File: config.mk
export PLATFORM = sky130hd
export DESIGN_NAME = ctx_save_unit
export DESIGN_NICKNAME = d
export VERILOG_FILES = /design/src/rtl/ctx_save_pkg.sv /design/src/rtl/ctx_bank.sv /design/src/rtl/ctx_restore.sv /design/src/rtl/ctx_save_unit.sv
export SDC_FILE = /design/constraint.sdc
export NUM_CORES = 1
export LEC_CHECK = 0
export ABC_AREA = 1
export BUFFER_PORTS_ARGS = -buffer_cell sky130_fd_sc_hd__clkbuf_2
export CAP_MARGIN = 0
export CORE_ASPECT_RATIO = 0.7
export CORE_MARGIN = 2
export CORE_UTILIZATION = 35
export CTS_BUF_LIST = sky130_fd_sc_hd__clkbuf_16
export CTS_CLUSTER_DIAMETER = 60
export CTS_CLUSTER_SIZE = 25
export DETAILED_ROUTE_END_ITERATION = 6
export PLACE_DENSITY_LB_ADDON = 0.05
export SYNTH_ARGS = -nofsm -noshare
export SYNTH_HDL_FRONTEND = slang
export SYNTH_SLANG_ARGS = --single-unit
File: constraint.sdc
create_clock -name clk -period 1 [get_ports clk]
set_clock_uncertainty 0.05 [all_clocks]
set_input_delay 0.1 -clock clk [delete_from_list [all_inputs] [get_ports clk]]
set_output_delay 0.1 -clock clk [all_outputs]
set_load 0.02 [all_outputs]
File: src/rtl/ctx_save_pkg.sv
package ctx_save_pkg;

   localparam int unsigned CTX_NUM_BANKS = 2;

   typedef enum logic {
      BANK_MI  = 1'b0,
      BANK_NMI = 1'b1
   } ctx_bank_e;

   typedef enum logic {
      FIELD_PC  = 1'b0,
      FIELD_PSW = 1'b1
   } ctx_field_e;

   function automatic logic [31:0] ctx_low_mask(input int unsigned bits);
      logic [31:0] m;
      for (int i = 0; i < 32; i++) m[i] = (i < bits);
      return m;
   endfunction

endpackage

File: src/rtl/ctx_bank.sv
module ctx_bank #(
   parameter int unsigned XLEN     = 32,
   parameter int unsigned PC_BITS  = 26,
   parameter int unsigned PSW_BITS = 8
) (
   input  logic            clk,
   input  logic            rst_n,
   input  logic            cap,
   input  logic [XLEN-1:0] cap_pc,
   input  logic [XLEN-1:0] cap_psw,
   input  logic            wr_pc,
   input  logic            wr_psw,
   input  logic [XLEN-1:0] wr_data,
   output logic [XLEN-1:0] out_pc,
   output logic [XLEN-1:0] out_psw
);

   localparam logic [XLEN-1:0] PC_MASK  = XLEN'(ctx_save_pkg::ctx_low_mask(PC_BITS));
   localparam logic [XLEN-1:0] PSW_MASK = XLEN'(ctx_save_pkg::ctx_low_mask(PSW_BITS));

   generate
      if (PC_BITS == 0 || PC_BITS > XLEN)
         $error("ctx_bank: PC_BITS must lie in 1..XLEN");
      if (PSW_BITS == 0 || PSW_BITS > XLEN)
         $error("ctx_bank: PSW_BITS must lie in 1..XLEN");
   endgenerate

   logic [PC_BITS-1:0]  pc_q;
   logic [PSW_BITS-1:0] psw_q;

   wire unused_hi = ^{cap_pc, cap_psw, wr_data};

   always_ff @(posedge clk) begin
      if (!rst_n) begin
         pc_q  <= '0;
         psw_q <= '0;
      end else if (cap) begin
         pc_q  <= cap_pc[PC_BITS-1:0];
         psw_q <= cap_psw[PSW_BITS-1:0];
      end else begin
         if (wr_pc)  pc_q  <= wr_data[PC_BITS-1:0];
         if (wr_psw) psw_q <= wr_data[PSW_BITS-1:0];
      end
   end

   generate
      if (PC_BITS < XLEN) begin : g_pc_pad
         assign out_pc = {{(XLEN-PC_BITS){1'b0}}, pc_q};
      end else begin : g_pc_full
         assign out_pc = pc_q;
      end
      if (PSW_BITS < XLEN) begin : g_psw_pad
         assign out_psw = {{(XLEN-PSW_BITS){1'b0}}, psw_q};
      end else begin : g_psw_full
         assign out_psw = psw_q;
      end
   endgenerate

   // a capture lands masked on the outputs one edge later
   p_capture_r1: assert property (@(posedge clk) disable iff (!rst_n)
      cap |=> (out_pc == ($past(cap_pc) & PC_MASK)) && (out_psw == ($past(cap_psw) & PSW_MASK)));

   // a software write without a capture lands masked
   p_write_pc_r5: assert property (@(posedge clk) disable iff (!rst_n)
      (wr_pc && !cap) |=> out_pc == ($past(wr_data) & PC_MASK));

   p_write_psw_r5: assert property (@(posedge clk) disable iff (!rst_n)
      (wr_psw && !cap) |=> out_psw == ($past(wr_data) & PSW_MASK));

   // with no source active the bank holds
   p_hold_r6: assert property (@(posedge clk) disable iff (!rst_n)
      (!cap && !wr_pc && !wr_psw) |=> $stable(out_pc) && $stable(out_psw));

endmodule

File: src/rtl/ctx_restore.sv
module ctx_restore #(
   parameter int unsigned XLEN = 32
) (
   input  logic            clk,
   input  logic            rst_n,
   input  logic            ret_req,
   input  logic            ret_sel_nmi,
   input  logic [XLEN-1:0] mi_pc,
   input  logic [XLEN-1:0] mi_psw,
   input  logic [XLEN-1:0] nmi_pc,
   input  logic [XLEN-1:0] nmi_psw,
   output logic            ret_valid,
   output logic [XLEN-1:0] ret_pc,
   output logic [XLEN-1:0] ret_psw
);

   logic [XLEN-1:0] src_pc, src_psw;

   always_comb begin
      src_pc  = ret_sel_nmi ? nmi_pc  : mi_pc;
      src_psw = ret_sel_nmi ? nmi_psw : mi_psw;
   end

   always_ff @(posedge clk) begin
      if (!rst_n) begin
         ret_valid <= 1'b0;
         ret_pc    <= '0;
         ret_psw   <= '0;
      end else begin
         ret_valid <= ret_req;
         if (ret_req) begin
            ret_pc  <= src_pc;
            ret_psw <= src_psw;
         end
      end
   end

   // the strobe follows the command by exactly one cycle
   p_valid_r7: assert property (@(posedge clk) disable iff (!rst_n)
      ret_req |=> ret_valid);

   p_single_r7: assert property (@(posedge clk) disable iff (!rst_n)
      !ret_req |=> !ret_valid);

   p_src_mi_r7: assert property (@(posedge clk) disable iff (!rst_n)
      (ret_req && !ret_sel_nmi) |=> (ret_pc == $past(mi_pc)) && (ret_psw == $past(mi_psw)));

   // NMI bank as the source
   p_src_nmi_r8: assert property (@(posedge clk) disable iff (!rst_n)
      (ret_req && ret_sel_nmi) |=> (ret_pc == $past(nmi_pc)) && (ret_psw == $past(nmi_psw)));

endmodule

File: src/rtl/ctx_save_unit.sv
module ctx_save_unit #(
   parameter int unsigned XLEN     = 32,
   parameter int unsigned PC_BITS  = 26,
   parameter int unsigned PSW_BITS = 8
) (
   input  logic            clk,
   input  logic            rst_n,
   input  logic [XLEN-1:0] next_pc,
   input  logic [XLEN-1:0] cur_psw,
   input  logic            mi_accept,
   input  logic            nmi_accept,
   input  logic            ret_req,
   input  logic            ret_sel_nmi,
   input  logic            sw_we,
   input  logic [1:0]      sw_addr,
   input  logic [XLEN-1:0] sw_wdata,
   output logic [XLEN-1:0] mi_pc,
   output logic [XLEN-1:0] mi_psw,
   output logic [XLEN-1:0] nmi_pc,
   output logic [XLEN-1:0] nmi_psw,
   output logic            ret_valid,
   output logic [XLEN-1:0] ret_pc,
   output logic [XLEN-1:0] ret_psw
);

   import ctx_save_pkg::*;

   localparam int unsigned NB = CTX_NUM_BANKS;

   logic [NB-1:0]   cap_v, wr_pc_v, wr_psw_v;
   logic [XLEN-1:0] bank_pc  [NB];
   logic [XLEN-1:0] bank_psw [NB];

   // NMI takes precedence: a simultaneous maskable event is not captured
   always_comb begin
      cap_v           = '0;
      cap_v[BANK_NMI] = nmi_accept;
      cap_v[BANK_MI]  = mi_accept & ~nmi_accept;
   end

   generate
      for (genvar b = 0; b < NB; b++) begin : g_bank
         assign wr_pc_v[b]  = sw_we && (sw_addr[1] == b[0]) && (sw_addr[0] == FIELD_PC);
         assign wr_psw_v[b] = sw_we && (sw_addr[1] == b[0]) && (sw_addr[0] == FIELD_PSW);

         ctx_bank #(
            .XLEN    (XLEN),
            .PC_BITS (PC_BITS),
            .PSW_BITS(PSW_BITS)
         ) bank_i (
            .clk    (clk),
            .rst_n  (rst_n),
            .cap    (cap_v[b]),
            .cap_pc (next_pc),
            .cap_psw(cur_psw),
            .wr_pc  (wr_pc_v[b]),
            .wr_psw (wr_psw_v[b]),
            .wr_data(sw_wdata),
            .out_pc (bank_pc[b]),
            .out_psw(bank_psw[b])
         );
      end
   endgenerate

   assign mi_pc   = bank_pc[BANK_MI];
   assign mi_psw  = bank_psw[BANK_MI];
   assign nmi_pc  = bank_pc[BANK_NMI];
   assign nmi_psw = bank_psw[BANK_NMI];

   ctx_restore #(.XLEN(XLEN)) restore_i (
      .clk        (clk),
      .rst_n      (rst_n),
      .ret_req    (ret_req),
      .ret_sel_nmi(ret_sel_nmi),
      .mi_pc      (mi_pc),
      .mi_psw     (mi_psw),
      .nmi_pc     (nmi_pc),
      .nmi_psw    (nmi_psw),
      .ret_valid  (ret_valid),
      .ret_pc     (ret_pc),
      .ret_psw    (ret_psw)
   );

   // an NMI leaves the maskable bank alone unless software writes it
   p_nmi_isolated_r3: assert property (@(posedge clk) disable iff (!rst_n)
      (nmi_accept && !(sw_we && !sw_addr[1])) |=> $stable(mi_pc) && $stable(mi_psw));

   // an NMI capture reaches the NMI bank outputs
   p_nmi_capture_r2: assert property (@(posedge clk) disable iff (!rst_n)
      nmi_accept |=> nmi_pc[PC_BITS-1:0] == $past(next_pc[PC_BITS-1:0]));

   // a maskable event beats a software write to the same bank
   p_cap_wins_r6: assert property (@(posedge clk) disable iff (!rst_n)
      (mi_accept && !nmi_accept && sw_we && !sw_addr[1]) |=>
         (mi_pc[PC_BITS-1:0] == $past(next_pc[PC_BITS-1:0])) &&
         (mi_psw[PSW_BITS-1:0] == $past(cur_psw[PSW_BITS-1:0])));

endmodule

---- Word-level counts from Yosys, hierarchy flattened ----
Index checks and enable logic that the tools add are counted.
storage, ports and cells
  register bits ........................... 133
  input port bits ......................... 105
  word-level logic and storage cells ...... 31
cells by class
  multiplexer cells ....................... 10
  bitwise operators ....................... 4
  reduce and logical (&&, ||, !) cells .... 10
operator list
  cell               count
  $mux 26            5
  $mux 8             5
  $reduce_bool 2->1  4
  $logic_and 1x1->1  6
  $not 1->1          3
  $and 1x1->1        1

---- Logic depth before layout (Yosys ltp) ----
  depth after elaboration ................. 5
  depth in mapped cells ................... 9

---- Hierarchy ----
A second synthesis with hierarchy kept.
second synthesis, totals
  cell total of the unflattened synthesis .. 1138
  area total of the unflattened synthesis .. 7111.8 µm²
by module, submodules not included
  module         times used  cells each  area an instance (µm²)
  ctx_bank       2           289         1901.8
  ctx_restore    1           550         3270.6
  ctx_save_unit  1           10          37.5

---- Worst setup path after synthesis ----
No wires, ideal clock.
  path type ............................... input -> register
  start ................................... input port nmi_accept
  end ..................................... register g_bank[0].bank_i.pc_q[22]
  setup time .............................. 0.112 ns
  arrival time ............................ 0.819 ns
  required time ........................... 0.838 ns
  setup slack ............................. 0.019 ns
  stages on the path ...................... 9
  path buffers ............................ 3
  cells stage by stage .................... buf_6 > inv_6 > nand2_8 > buf_6 > buf_6 > nand2_1 > nand2_2 > nor2_2 > nor2_1
on the way
  longest elaborated chain between the ends .. 3
  elaborated cells between the ends (all ways) .. 4
RTL lines
  element                                              line                 text
  start: declaration                                   ctx_save_unit.sv:11  input logic nmi_accept,
  $not 1->1 (*)                                        ctx_save_unit.sv:38  cap_v[BANK_MI] = mi_accept & ~nmi_accept;
  $and 1x1->1 (*)                                      ctx_save_unit.sv:38
  $mux 26 / $reduce_bool 2->1 (equally long branches)  n/a
  end signal: assignment                               ctx_bank.sv:38       pc_q <= cap_pc[PC_BITS-1:0];
  end signal: assignment                               ctx_bank.sv:41       if (wr_pc) pc_q <= wr_data[PC_BITS-1:0];
  end: declaration                                     ctx_bank.sv:28       logic [PC_BITS-1:0] pc_q;
Mark *: on every way between the ends. The rest lies on a longest branch, timed or not.
A chain may end at the register's enable or synchronous reset.

---- Worst setup path in the final report ----
  start ................................... register g_bank[1].bank_i.pc_q[2]
  end ..................................... output port nmi_pc[2]
RTL lines
  element                   line                 text
  start: declaration        ctx_bank.sv:28
  start signal: assignment  ctx_bank.sv:38
  start signal: assignment  ctx_bank.sv:41
  end: declaration          ctx_save_unit.sv:19  output logic [XLEN-1:0] nmi_pc,
No word-level cell between the ends.

==> run_results.csv <==
group,metric,value,unit
logic_synthesis,syn_inst,815,
setup_path,r2r_start,"g_bank[0].bank_i.psw_q[2]",
setup_path,cp_slowest_cell,"dfxtp_4",
placement,dpl.hpwl,13.8,mm
hold_path,min_to,"g_bank[1].bank_i.pc_q[25]",
setup_path,timing.rr.end,"g_bank[0].bank_i.psw_q[2]",
logic_synthesis,async_flop_share,0,%
logic_synthesis,synth_area,5910,um2
grt,grt_antenna_before_repair,0,
logic_synthesis,synthFlopType,"dfxtp_1",
detailed_routing,drt_drc_violations_left,0,
placement,port_buffers,171,
logic_synthesis,synth_edf_count,0,
timing,fmax,1.00,GHz
logic_synthesis,syn_area_per_cell,7.25,um2
logic_synthesis,yosysMostFrequentCell,"nand2_1",
setup_path,crit_path_end_kind,"primary output",
cells_and_area,final-instance-count-excl-fill,1283,
setup_path,worstPathArrival,850,ps
setup_path,r2r_cells,3,
clock_network,cts_max_path_buffers,2,
cells_and_area,register_area,2220,um2
detailed_routing,drt_pass1_iterations,6,
floorplanning,ios,298,
placement,dp_cells,1200,
logic_synthesis,yosys.cell_types.count,28,
logic_synthesis,synth_area_leaders,"dfxtp_1 (35%), nand2_1 (15%), buf_4 (12%), nand3_1 (6.4%), o21ai_0 (4.3%)",
power_and_ir_drop,combPwrFrac,28.8,%
detailed_routing,first_iter_violations,367,
grt,grt_pass1_wl,31.0,mm
cells_and_area,area_growth,50.3,%
grt,grtUsageTotal,22.0,%
hold_path,holdPathStages,5,
cells_and_area,nNetsFinal,1158,
flow_run,drv_cap,0,
power_and_ir_drop,p_leak,4.19,nW
floorplanning,core-area,16400,um2
logic_synthesis,synth_top_area_share,34.9,%
timing,layout_min_cycle_time,996,ps
hold_path,hold_start,"sw_wdata[25]",
detailed_routing,routed_wl,20.2,mm
placement,place.gp.congestion,0.808,
clock_network,numCtsBuffers,9,
setup_path,critPathKind,"reg2out",
detailed_routing,vias_per_cell,4.59,
cells_and_area,n_fill_cell,1600,
detailed_routing,wl_per_cell,15.7,um
grt,grt_pass1_vias,5389,
setup_path,crit_chain,"buf_8",
cells_and_area,multiInputGateArea,3030,um2
power_and_ir_drop,power.internal,8.27,mW
clock_network,clockRootBuffer,"clkbuf_16",
logic_synthesis,synth_warnings,0,
timing,slew_violations,0,
clock_network,cts_sinks,103,
logic_synthesis,synth-seq-cells,103,
status,status,"finished clean",
cells_and_area,antenna_cells,0,
floorplanning,rows,39,
clock_network,htreeDepth,3,
timing,hold_viol_final,0,
setup_path,worst_setup_path_start_kind,"flop",
power_and_ir_drop,clkPwrFrac,32.3,%
grt,grt_max_degree,40,
floorplanning,die_x,159,um
setup_path,cp_top_family,"flip-flops",
grt,grt-ovfl-total,0,
cells_and_area,drive_gt1_share,45.2,%
setup_path,crit_required,850,ps
setup_path,crit_fanout,2,
cells_and_area,fin_area,8880,um2
logic_synthesis,ys_seq_area_share,34.9,%
placement,placed_area,6880,um2
logic_synthesis,synth_common_cells,"nand2_1 (232), dfxtp_1 (103), buf_4 (94)",
floorplanning,die-area,17900,um2
power_and_ir_drop,p_per_area,1370,nW/um2
timing,finalCritPeriodShare,99.6,%
power_and_ir_drop,swShare,32.0,%
clock_network,cts.clk_slew.worst_paths,70,ps
clock_network,ctsHoldBuffers,0,
setup_path,crit_buf_inv,1,
timing,finalSetupViolCount,0,
floorplanning,initial_utilization,36.0,%
setup_path,reg2reg_slack,10,ps
floorplanning,chipHeight,113,um
clock_network,cts_tree,"built",
power_and_ir_drop,p_total,12.2,mW
power_and_ir_drop,p_switching,3.89,mW
power_and_ir_drop,p_seq_share,38.9,%
detailed_routing,postRouteAntennaNets,0,
power_and_ir_drop,ir_drop,706,uV
hold_path,hold_class,"in2reg",
detailed_routing,vias,5886,
setup_path,max_stage_delay,390,ps
clock_network,clk_latency,340,ps
setup_path,cp.depth,1,
logic_synthesis,yosys.area.top_type,"dfxtp_1",
timing,grt_setup_unrepaired,"true",
[per-layer routing]
metal | part of all wire, % | wire length [um] | track usage [%]
met5 | 0 | 0 | 0
met4 | 0.95 | 191 | 4.00
met3 | 5.7 | 1150 | 4.11
met2 | 43 | 8700 | 32.6
met1 | 50 | 10200 | 33.4
[worst max-delay path by stage]
stage                                   startpoint                        end  slack (ps)
final                     g_bank[1].bank_i.pc_q[2]                  nmi_pc[2]           4
after global routing      g_bank[1].bank_i.pc_q[2]                  nmi_pc[2]         -30
after CTS                 g_bank[1].bank_i.pc_q[2]                  nmi_pc[2]         -30
after detailed placement                 mi_accept  g_bank[0].bank_i.psw_q[7]        -130
after global placement                   mi_accept  g_bank[0].bank_i.psw_q[7]        -160
after floorplan                         nmi_accept  g_bank[0].bank_i.pc_q[22]          20
[state kept, by name (all words and copies together) (netlist names)]
register             flops
g_bank.bank_i.pc_q      52
g_bank.bank_i.psw_q     16
restore_i.ret_pc        26
restore_i.ret_psw        8
restore_i.ret_valid      1
[per-stage QoR]
step	util, %	hold slack [ps]	worst slack [ps]	setup TNS [ps]
CTS	52.6	21.3	-34.1	-452
global placement	42.0	396	-158	-5480
global route	54.2	35.6	-25.5	-391
detailed placement	42.0	398	-132	-5340
floorplan	-	273	19.5	0
finish	54.2	33.9	4.11	0
[power by group through the flow]
stage	registers [mW]	logic, mW	clock network, mW
6_report	4.73	3.50	3.93
5_1_grt	4.76	3.75	4.26
4_1_cts	4.67	3.32	4.04
3_5_place_dp	4.71	2.64	0
3_3_place_gp	4.72	2.64	0
2_1_floorplan	5.00	1.69	0
[worst reg2reg max path, delay by kind of cell (launching register included)]
kind | cells | cell delay, ps
buf+inv | 1 | 140
simple gates | 1 | 70
compound gates | 1 | 260
flops | 1 | 360
[cell type report]
class | count | share of cell area [%]
Inverter | 15 | 0.775
Multi-Input combinational cell | 638 | 34.1
Tap cell | 225 | 3.17
Timing Repair Buffer | 286 | 33.2
Clock buffer | 9 | 2.54
Sequential cell | 103 | 25.1
Clock inverter | 7 | 1.16
[cells in the final DEF (no fill, tap or decap), drive strengths merged]
cell type  count
a21oi         42
a31oi         34
buf          213
bufinv         2
clkbuf        82
clkinv         3
conb          90
dfxtp        103
inv           17
nand2        268
nand3         78
nand3b        19
nor2          52
o21ai         55
[kinds of logic (layout without fill, tap and decap cells)]
| family | count (synthesis) | after routing | synth area share, % |
|---|---|---|---|
| AO/OA/AOI/OAI | 131 | 131 | 13.1 |
| buffers and inverters | 163 | 317 | 19.5 |
| other | 1 | 90 | 0.0635 |
| flip-flops | 103 | 103 | 34.9 |
| AND/OR/NAND/NOR | 417 | 417 | 32.5 |
[repair_timing]
action	in CTS	in global routing
endpoints found under the setup margin	101	100
cloned	0	0
gates resized for setup	296	119
setup buffers	54	13
endpoints found under the hold margin	0	0
Note: power is estimated with default switching activity, not from simulation.
